==> config.mk <==
export PLATFORM = sky130hd
export DESIGN_NAME = irq_moderation_timers
export DESIGN_NICKNAME = d
export VERILOG_FILES = /design/src/rtl/irqmod_pkg.sv /design/src/rtl/irqmod_prescaler.sv /design/src/rtl/irqmod_timer.sv /design/src/rtl/irq_moderation_timers.sv
export SDC_FILE = /design/constraint.sdc
export NUM_CORES = 1
export LEC_CHECK = 0
export ABC_AREA = 1
export CAP_MARGIN = 25
export CORE_MARGIN = 3
export CORE_UTILIZATION = 35
export CTS_BUF_LIST = sky130_fd_sc_hd__clkbuf_4 sky130_fd_sc_hd__clkbuf_8 sky130_fd_sc_hd__clkbuf_16
export DETAILED_ROUTE_END_ITERATION = 6
export HOLD_SLACK_MARGIN = 0.1
export PLACE_DENSITY = 0.55
export SKIP_LAST_GASP = 1
export SLEW_MARGIN = 5
export SYNTH_ARGS = -nofsm -noshare
export SYNTH_HDL_FRONTEND = slang
export SYNTH_HIERARCHICAL = 1
export SYNTH_SLANG_ARGS = --single-unit
==> constraint.sdc <==
create_clock -name clk -period 2.14 [get_ports clk]
set_input_delay 0.535 -clock clk [delete_from_list [all_inputs] [get_ports clk]]
set_output_delay 0.535 -clock clk [all_outputs]
set_load 0.005 [all_outputs]
==> src/rtl/irqmod_pkg.sv <==
package irqmod_pkg;
    localparam int unsigned VAL_W_DEF = 16;
    localparam int unsigned NUM_TMR   = 4;
    localparam int unsigned T_RX_PKT  = 0;
    localparam int unsigned T_RX_ABS  = 1;
    localparam int unsigned T_TX_PKT  = 2;
    localparam int unsigned T_TX_ABS  = 3;

    typedef enum logic [2:0] {
        SEL_RX_PKT = 3'd0,
        SEL_RX_ABS = 3'd1,
        SEL_TX_PKT = 3'd2,
        SEL_TX_ABS = 3'd3,
        SEL_SMALL  = 3'd4
    } cfg_sel_e;

    typedef enum logic {
        TMR_IDLE,
        TMR_COUNTING
    } tmr_state_e;
endpackage

==> src/rtl/irqmod_prescaler.sv <==
module irqmod_prescaler #(
    parameter int unsigned DIV = 128
) (
    input  logic clk,
    input  logic rst_n,
    output logic tick
);
    generate
        if (DIV < 2) begin : g_pass
            assign tick = 1'b1;
        end else begin : g_div
            localparam int unsigned CW = $clog2(DIV);
            localparam logic [CW-1:0] LAST = CW'(DIV - 1);
            logic [CW-1:0] cnt_q;
            logic          tick_q;

            always_ff @(posedge clk or negedge rst_n) begin
                if (!rst_n) begin
                    cnt_q  <= '0;
                    tick_q <= 1'b0;
                end else begin
                    cnt_q  <= (cnt_q == LAST) ? '0 : cnt_q + 1'b1;
                    tick_q <= (cnt_q == LAST);
                end
            end
            assign tick = tick_q;


            tick_spacing_chk: assert property (@(posedge clk) disable iff (!rst_n)
                tick_q |=> !tick_q);
        end
    endgenerate
endmodule

==> src/rtl/irqmod_timer.sv <==
module irqmod_timer
    import irqmod_pkg::*;
#(
    parameter int unsigned VAL_W   = VAL_W_DEF,
    parameter bit          RESTART = 1'b1
) (
    input  logic             clk,
    input  logic             rst_n,
    input  logic             tick,
    input  logic             start,
    input  logic             cancel,
    input  logic [VAL_W-1:0] load_val,
    output logic             busy,
    output logic             expired,
    output logic             cancelled
);
    localparam logic [VAL_W-1:0] ONE = VAL_W'(1);

    tmr_state_e       state_q, state_d;
    logic [VAL_W-1:0] cnt_q, cnt_d;
    logic             load_ok;

    assign load_ok = start && (load_val != '0);

    always_ff @(posedge clk or negedge rst_n) begin
        if (!rst_n) begin
            state_q <= TMR_IDLE;
            cnt_q   <= '0;
        end else begin
            state_q <= state_d;
            cnt_q   <= cnt_d;
        end
    end

    always_comb begin
        state_d = state_q;
        cnt_d   = cnt_q;
        unique case (state_q)
            TMR_IDLE: begin
                if (load_ok) begin
                    state_d = TMR_COUNTING;
                    cnt_d   = load_val;
                end
            end
            TMR_COUNTING: begin
                if (cancel) begin
                    state_d = TMR_IDLE;
                    cnt_d   = '0;
                end else if (RESTART && load_ok) begin
                    cnt_d = load_val;
                end else if (tick) begin
                    if (cnt_q == ONE) begin
                        state_d = TMR_IDLE;
                        cnt_d   = '0;
                    end else begin
                        cnt_d = cnt_q - ONE;
                    end
                end
            end
        endcase
    end

    always_comb begin
        busy      = 1'b0;
        expired   = 1'b0;
        cancelled = 1'b0;
        unique case (state_q)
            TMR_IDLE: ;
            TMR_COUNTING: begin
                busy      = 1'b1;
                cancelled = cancel;
                expired   = !cancel && !(RESTART && load_ok) && tick && (cnt_q == ONE);
            end
        endcase
    end


    cancel_goes_idle_chk: assert property (@(posedge clk) disable iff (!rst_n)
        cancelled |=> !busy);


    counting_nonzero_chk: assert property (@(posedge clk) disable iff (!rst_n)
        busy |-> (cnt_q != '0));


    expire_single_chk: assert property (@(posedge clk) disable iff (!rst_n)
        expired |=> !expired);
endmodule

==> src/rtl/irq_moderation_timers.sv <==
module irq_moderation_timers
    import irqmod_pkg::*;
#(
    parameter int unsigned VAL_W    = VAL_W_DEF,
    parameter int unsigned TICK_DIV = 128
) (
    input  logic             clk,
    input  logic             rst_n,
    input  logic             cfg_we,
    input  logic [2:0]       cfg_sel,
    input  logic [VAL_W:0]   cfg_wdata,
    input  logic             rx_pkt_done,
    input  logic [VAL_W-1:0] rx_pkt_len,
    input  logic             tx_desc_done,
    input  logic             tx_desc_ide,
    input  logic             irq_post_now,
    output logic             ev_rx_timer,
    output logic             ev_tx_done,
    output logic             ev_small_pkt
);
    localparam int unsigned FLUSH_BIT = VAL_W;

    logic [VAL_W-1:0] rx_pkt_q, rx_abs_q, tx_pkt_q, tx_abs_q, small_thr_q;
    logic             unit_tick;
    logic             flush_wr;
    logic             tx_go;

    logic [VAL_W-1:0] ld_val [NUM_TMR];
    logic [NUM_TMR-1:0] tmr_start, tmr_busy, tmr_exp, tmr_can;

    // configuration load path
    always_ff @(posedge clk or negedge rst_n) begin
        if (!rst_n) begin
            rx_pkt_q    <= '0;
            rx_abs_q    <= '0;
            tx_pkt_q    <= '0;
            tx_abs_q    <= '0;
            small_thr_q <= '0;
        end else if (cfg_we) begin
            case (cfg_sel_e'(cfg_sel))
                SEL_RX_PKT: rx_pkt_q    <= cfg_wdata[VAL_W-1:0];
                SEL_RX_ABS: rx_abs_q    <= cfg_wdata[VAL_W-1:0];
                SEL_TX_PKT: tx_pkt_q    <= cfg_wdata[VAL_W-1:0];
                SEL_TX_ABS: tx_abs_q    <= cfg_wdata[VAL_W-1:0];
                SEL_SMALL:  small_thr_q <= cfg_wdata[VAL_W-1:0];
                default: ;
            endcase
        end
    end

    assign flush_wr = cfg_we && (cfg_sel == SEL_RX_PKT) && cfg_wdata[FLUSH_BIT];
    assign tx_go    = tx_desc_done && tx_desc_ide;

    irqmod_prescaler #(.DIV(TICK_DIV)) u_presc (
        .clk  (clk),
        .rst_n(rst_n),
        .tick (unit_tick)
    );

    // start qualification: absolute timers need the packet value enabled too
    always_comb begin
        tmr_start[T_RX_PKT] = rx_pkt_done;
        tmr_start[T_RX_ABS] = rx_pkt_done && (rx_pkt_q != '0);
        tmr_start[T_TX_PKT] = tx_go;
        tmr_start[T_TX_ABS] = tx_go && (tx_pkt_q != '0);
        ld_val[T_RX_PKT]    = rx_pkt_q;
        ld_val[T_RX_ABS]    = rx_abs_q;
        ld_val[T_TX_PKT]    = tx_pkt_q;
        ld_val[T_TX_ABS]    = tx_abs_q;
    end

    generate
        for (genvar i = 0; i < NUM_TMR; i++) begin : g_tmr
            irqmod_timer #(
                .VAL_W  (VAL_W),
                .RESTART((i % 2) == 0)
            ) u_tmr (
                .clk      (clk),
                .rst_n    (rst_n),
                .tick     (unit_tick),
                .start    (tmr_start[i]),
                .cancel   (irq_post_now),
                .load_val (ld_val[i]),
                .busy     (tmr_busy[i]),
                .expired  (tmr_exp[i]),
                .cancelled(tmr_can[i])
            );
        end
    endgenerate

    logic rx_ev_d, tx_ev_d, small_ev_d;

    always_comb begin
        rx_ev_d = tmr_exp[T_RX_PKT] | tmr_exp[T_RX_ABS]
                | tmr_can[T_RX_PKT] | tmr_can[T_RX_ABS]
                | (rx_pkt_done && (rx_pkt_q == '0))
                | flush_wr;
        tx_ev_d = tmr_exp[T_TX_PKT] | tmr_exp[T_TX_ABS]
                | tmr_can[T_TX_PKT] | tmr_can[T_TX_ABS];
        small_ev_d = rx_pkt_done && (rx_pkt_len <= small_thr_q);
    end

    always_ff @(posedge clk or negedge rst_n) begin
        if (!rst_n) begin
            ev_rx_timer  <= 1'b0;
            ev_tx_done   <= 1'b0;
            ev_small_pkt <= 1'b0;
        end else begin
            ev_rx_timer  <= rx_ev_d;
            ev_tx_done   <= tx_ev_d;
            ev_small_pkt <= small_ev_d;
        end
    end


    rx_zero_immediate_chk: assert property (@(posedge clk) disable iff (!rst_n)
        (rx_pkt_done && rx_pkt_q == '0) |=> ev_rx_timer);


    small_needs_pkt_chk: assert property (@(posedge clk) disable iff (!rst_n)
        !rx_pkt_done |=> !ev_small_pkt);


    flush_posts_chk: assert property (@(posedge clk) disable iff (!rst_n)
        flush_wr |=> ev_rx_timer);


    cancel_rx_chk: assert property (@(posedge clk) disable iff (!rst_n)
        (irq_post_now && (tmr_busy[T_RX_PKT] || tmr_busy[T_RX_ABS])) |=> ev_rx_timer);


    cancel_tx_chk: assert property (@(posedge clk) disable iff (!rst_n)
        (irq_post_now && (tmr_busy[T_TX_PKT] || tmr_busy[T_TX_ABS])) |=> ev_tx_done);


    tx_quiet_chk: assert property (@(posedge clk) disable iff (!rst_n)
        (tmr_busy == '0 && !irq_post_now) |=> !ev_tx_done);
endmodule

==> results.json <==
{
  "outcome": "finished clean",
  "cts_tree": "yes",
  "yosysWarnings": 6,
  "synth.cell_area_mm2": 0.00988,
  "reg2reg_depth": 11,
  "cp_data_arrival_time_ps": 2200,
  "detail_route.drc_violations": 0,
  "floorplan.die.height_um": 174,
  "vdd.ir_drop.worst_mv": 0.599,
  "post_synthesis_async_set_or_reset_flop_share": 1.00,
  "dieArea_mm2": 0.0303,
  "period_share": 0.875,
  "post_synthesis_average_cell_area_um2": 7.26,
  "vias_in_the_first_global_route": 8411,
  "floorplan.core_area_mm2": 0.0273,
  "min_path_type": "reg2reg",
  "diodes": 0,
  "final_util": 0.425,
  "worst-r2r-setup-slack_ps": 270,
  "worst_setup_hold_path_clk_slew_ps": 70,
  "setup_total_negative_slack_ps": 0,
  "first_iter_violations": 498,
  "mappedNetlistNets": 1429,
  "synth_top_cell_by_area": "sky130_fd_sc_hd__dfrtp_1",
  "wire_length_of_the_first_global_routing_pass_mm": 43.4,
  "finalSetupViolCount": 0,
  "total_leakage_power_nw": 5.62,
  "timing.critical_path.from": "rx_pkt_q[14]",
  "gp_routability_congestion": 0.797,
  "die_span_x_um": 174,
  "slew_headroom": 0.717,
  "placement.io_buffers": 45,
  "drt_first_pass_iters": 5,
  "fin_nets": 1506,
  "timing_hold_violations_final": 0,
  "critPathRequiredTime_ps": 2470,
  "timing.critical_path.fanout_max": 16,
  "post_dp_cell_area_mm2": 0.0110,
  "post-route-worst-setup-slack_ps": 268,
  "largest_net_degree_at_the_start_of_global_routing": 43,
  "placed_wire_length_estimate_after_detailed_placement_mm": 18.8,
  "worst-setup-path-type": "reg2reg",
  "synth_edf_count": 0,
  "postRouteWirelength_mm": 25.3,
  "track_usage": 0.175,
  "area_delta_synth_final_pct": 17.4,
  "preCtsSetupSlack_ps": -32.0,
  "io_pins": 46,
  "netlist_top_cells_area": "sky130_fd_sc_hd__dfrtp_1 40%, sky130_fd_sc_hd__nand2_1 16%, sky130_fd_sc_hd__nor2_1 7.6%, sky130_fd_sc_hd__inv_1 5.2%, sky130_fd_sc_hd__a21oi_1 3.4%",
  "antenna_found_initial": 0,
  "synth.most_common_cell": "sky130_fd_sc_hd__nand2_1",
  "post_route_cell_area_mm2": 0.0116,
  "numClockSinks": 159,
  "ctsHtreeMaxLevel": 4,
  "detail_route.vias_per_cell": 4.66,
  "final_layout_size_suffix_gt1_frac": 0.125,
  "clock_latency_at_the_later_pin_of_the_worst_skew_pair_ps": 430,
  "critical_path.endpoint_type": "register",
  "clock_skew_ps": 17.2,
  "synth.yosys.seq_area_share": 0.403,
  "synth_top_area_share": 0.403,
  "grt_setup_unrepaired": "no",
  "critical_path.startpoint_type": "register",
  "maximum_clock_path_buffer_count": 2,
  "cts_root_buf": "sky130_fd_sc_hd__clkbuf_16",
  "synth.lib_cells_used.distinct": 46,
  "worst_hold_startpoint": "u_presc/g_div.cnt_q[0]",
  "timing.max_cap.violations": 0,
  "num_vias": 8495,
  "fmaxAchievable_ghz": 0.534,
  "setup.worst_path.end": "g_tmr[1].u_tmr/cnt_q[6]",
  "initial_core_util": 0.362,
  "core.rowCount": 60,
  "dominantRegCellSynth": "sky130_fd_sc_hd__dfrtp_1",
  "r2r-start": "rx_pkt_q[14]",
  "worstReg2RegEnd": "g_tmr[1].u_tmr/cnt_q[6]",
  "syn_inst": 1361,
  "routedWlPerCell_um": 13.9,
  "overflow": 0,
  "worst_pin_slew_ps": 424,
  "synth.cells.most_frequent": "424 x sky130_fd_sc_hd__nand2_1, 199 x sky130_fd_sc_hd__nor2_1, 159 x sky130_fd_sc_hd__dfrtp_1",
  "power-per-cell-area_mw_per_mm2": 1050,
  "numCtsBuffers": 17,
  "synth_seq_cells": 159,
  "cts_setup_buffers": 0,
  "final_max_slew_viol_count": 0,
  "drt.antenna.violating_nets": 0,
  "final_period_minus_worst_setup_slack_ps": 1870
}
-- state kept, by name, indices dropped and copies added, names as in the netlist --
register / flops
g_tmr.u_tmr/cnt_q: 64
rx_abs_q: 16
rx_pkt_q: 16
small_thr_q: 16
tx_abs_q: 16
tx_pkt_q: 16
u_presc/g_div.cnt_q: 7
g_tmr.u_tmr/state_q: 4
ev_rx_timer: 1
ev_small_pkt: 1
ev_tx_done: 1
u_presc/tick: 1
-- power breakdown --
part	total, mW	switching (mW)	internal [mW]
logic	4.45	2.75	1.70
clock network	3.14	1.35	1.79
registers	4.60	0.852	3.75
total	12.2	4.95	7.25
-- layout by cell type (no fill, tap or decap), drive strengths merged, types with 3 or more instances in the layout --
cell type        n
clkbuf          18
or2              3
nand4           10
ha              25
a21boi           3
o21ai          117
a21oi           71
nor4             9
nand2          448
clkdlybuf4s50   44
nor2           233
o211ai          10
o22ai           10
buf             45
inv            158
xor2            22
nand3           45
dfrtp          159
xnor2            6
-- per-layer routing --
layer | global-route usage | wire, um
met5 | 0 | 0
met2 | 0.276 | 11300
met1 | 0.255 | 13100
met4 | 0.0352 | 220
met3 | 0.0262 | 699
-- cell families (layout without fill, tap and decap cells) --
logic type / Yosys count / after routing / synth area share
flip-flops: 159 / 159 / 0.403
XOR/XNOR: 28 / 28 / 0.0248
AO/OA/AOI/OAI: 214 / 214 / 0.125
buffers and inverters: 180 / 270 / 0.0827
adder cells (fa/ha/maj): 25 / 25 / 0.0316
AND/OR/NAND/NOR: 755 / 755 / 0.333
-- area by class of cell --
class	instances	area, um2
clock buffer	18	439
clock inverter	14	165
fill	2871	15700
inverter	148	566
multi-input combinational	1022	5090
sequential	159	3980
tap	372	465
timing repair buffer	90	905
-- how the worst min path moves through the flow --
stage,endpoint,depth (start not counted)
finish,u_presc/g_div.cnt_q[0],1
global route,u_presc/g_div.cnt_q[0],1
CTS,u_presc/g_div.cnt_q[0],1
detailed placement,small_thr_q[0],1
global placement,u_presc/g_div.cnt_q[0],1
floorplan,ev_rx_timer,0
-- worst max-delay path, stage by stage, from the launching register on --
cell and delay, ps:
sky130_fd_sc_hd__dfrtp_1 430, sky130_fd_sc_hd__or2_0 230, sky130_fd_sc_hd__nor4_1 320, sky130_fd_sc_hd__a21oi_1 110, sky130_fd_sc_hd__inv_1 60, sky130_fd_sc_hd__nor2_1 40, sky130_fd_sc_hd__nand2_2 90, sky130_fd_sc_hd__nand2_2 60
sky130_fd_sc_hd__buf_12 160, sky130_fd_sc_hd__buf_4 160, sky130_fd_sc_hd__nand2_1 60, sky130_fd_sc_hd__nand2_1 50
-- metrics by stage --
step                power [mW]  hold WS [ps]  std cells
global route              13.2           490       1823
global placement          9.05           444       1790
detailed placement        9.10           454       1790
floorplan                 7.83           239       1361
finish                    12.2           458       1823
CTS                       12.3           463       1823
-- repair_timing --
action,in CTS,in global routing
hold endpoints to repair,29,0
resized for setup,0,0
hold buffers,1,0
No activity file was read; power rests on OpenSTA's default activity.
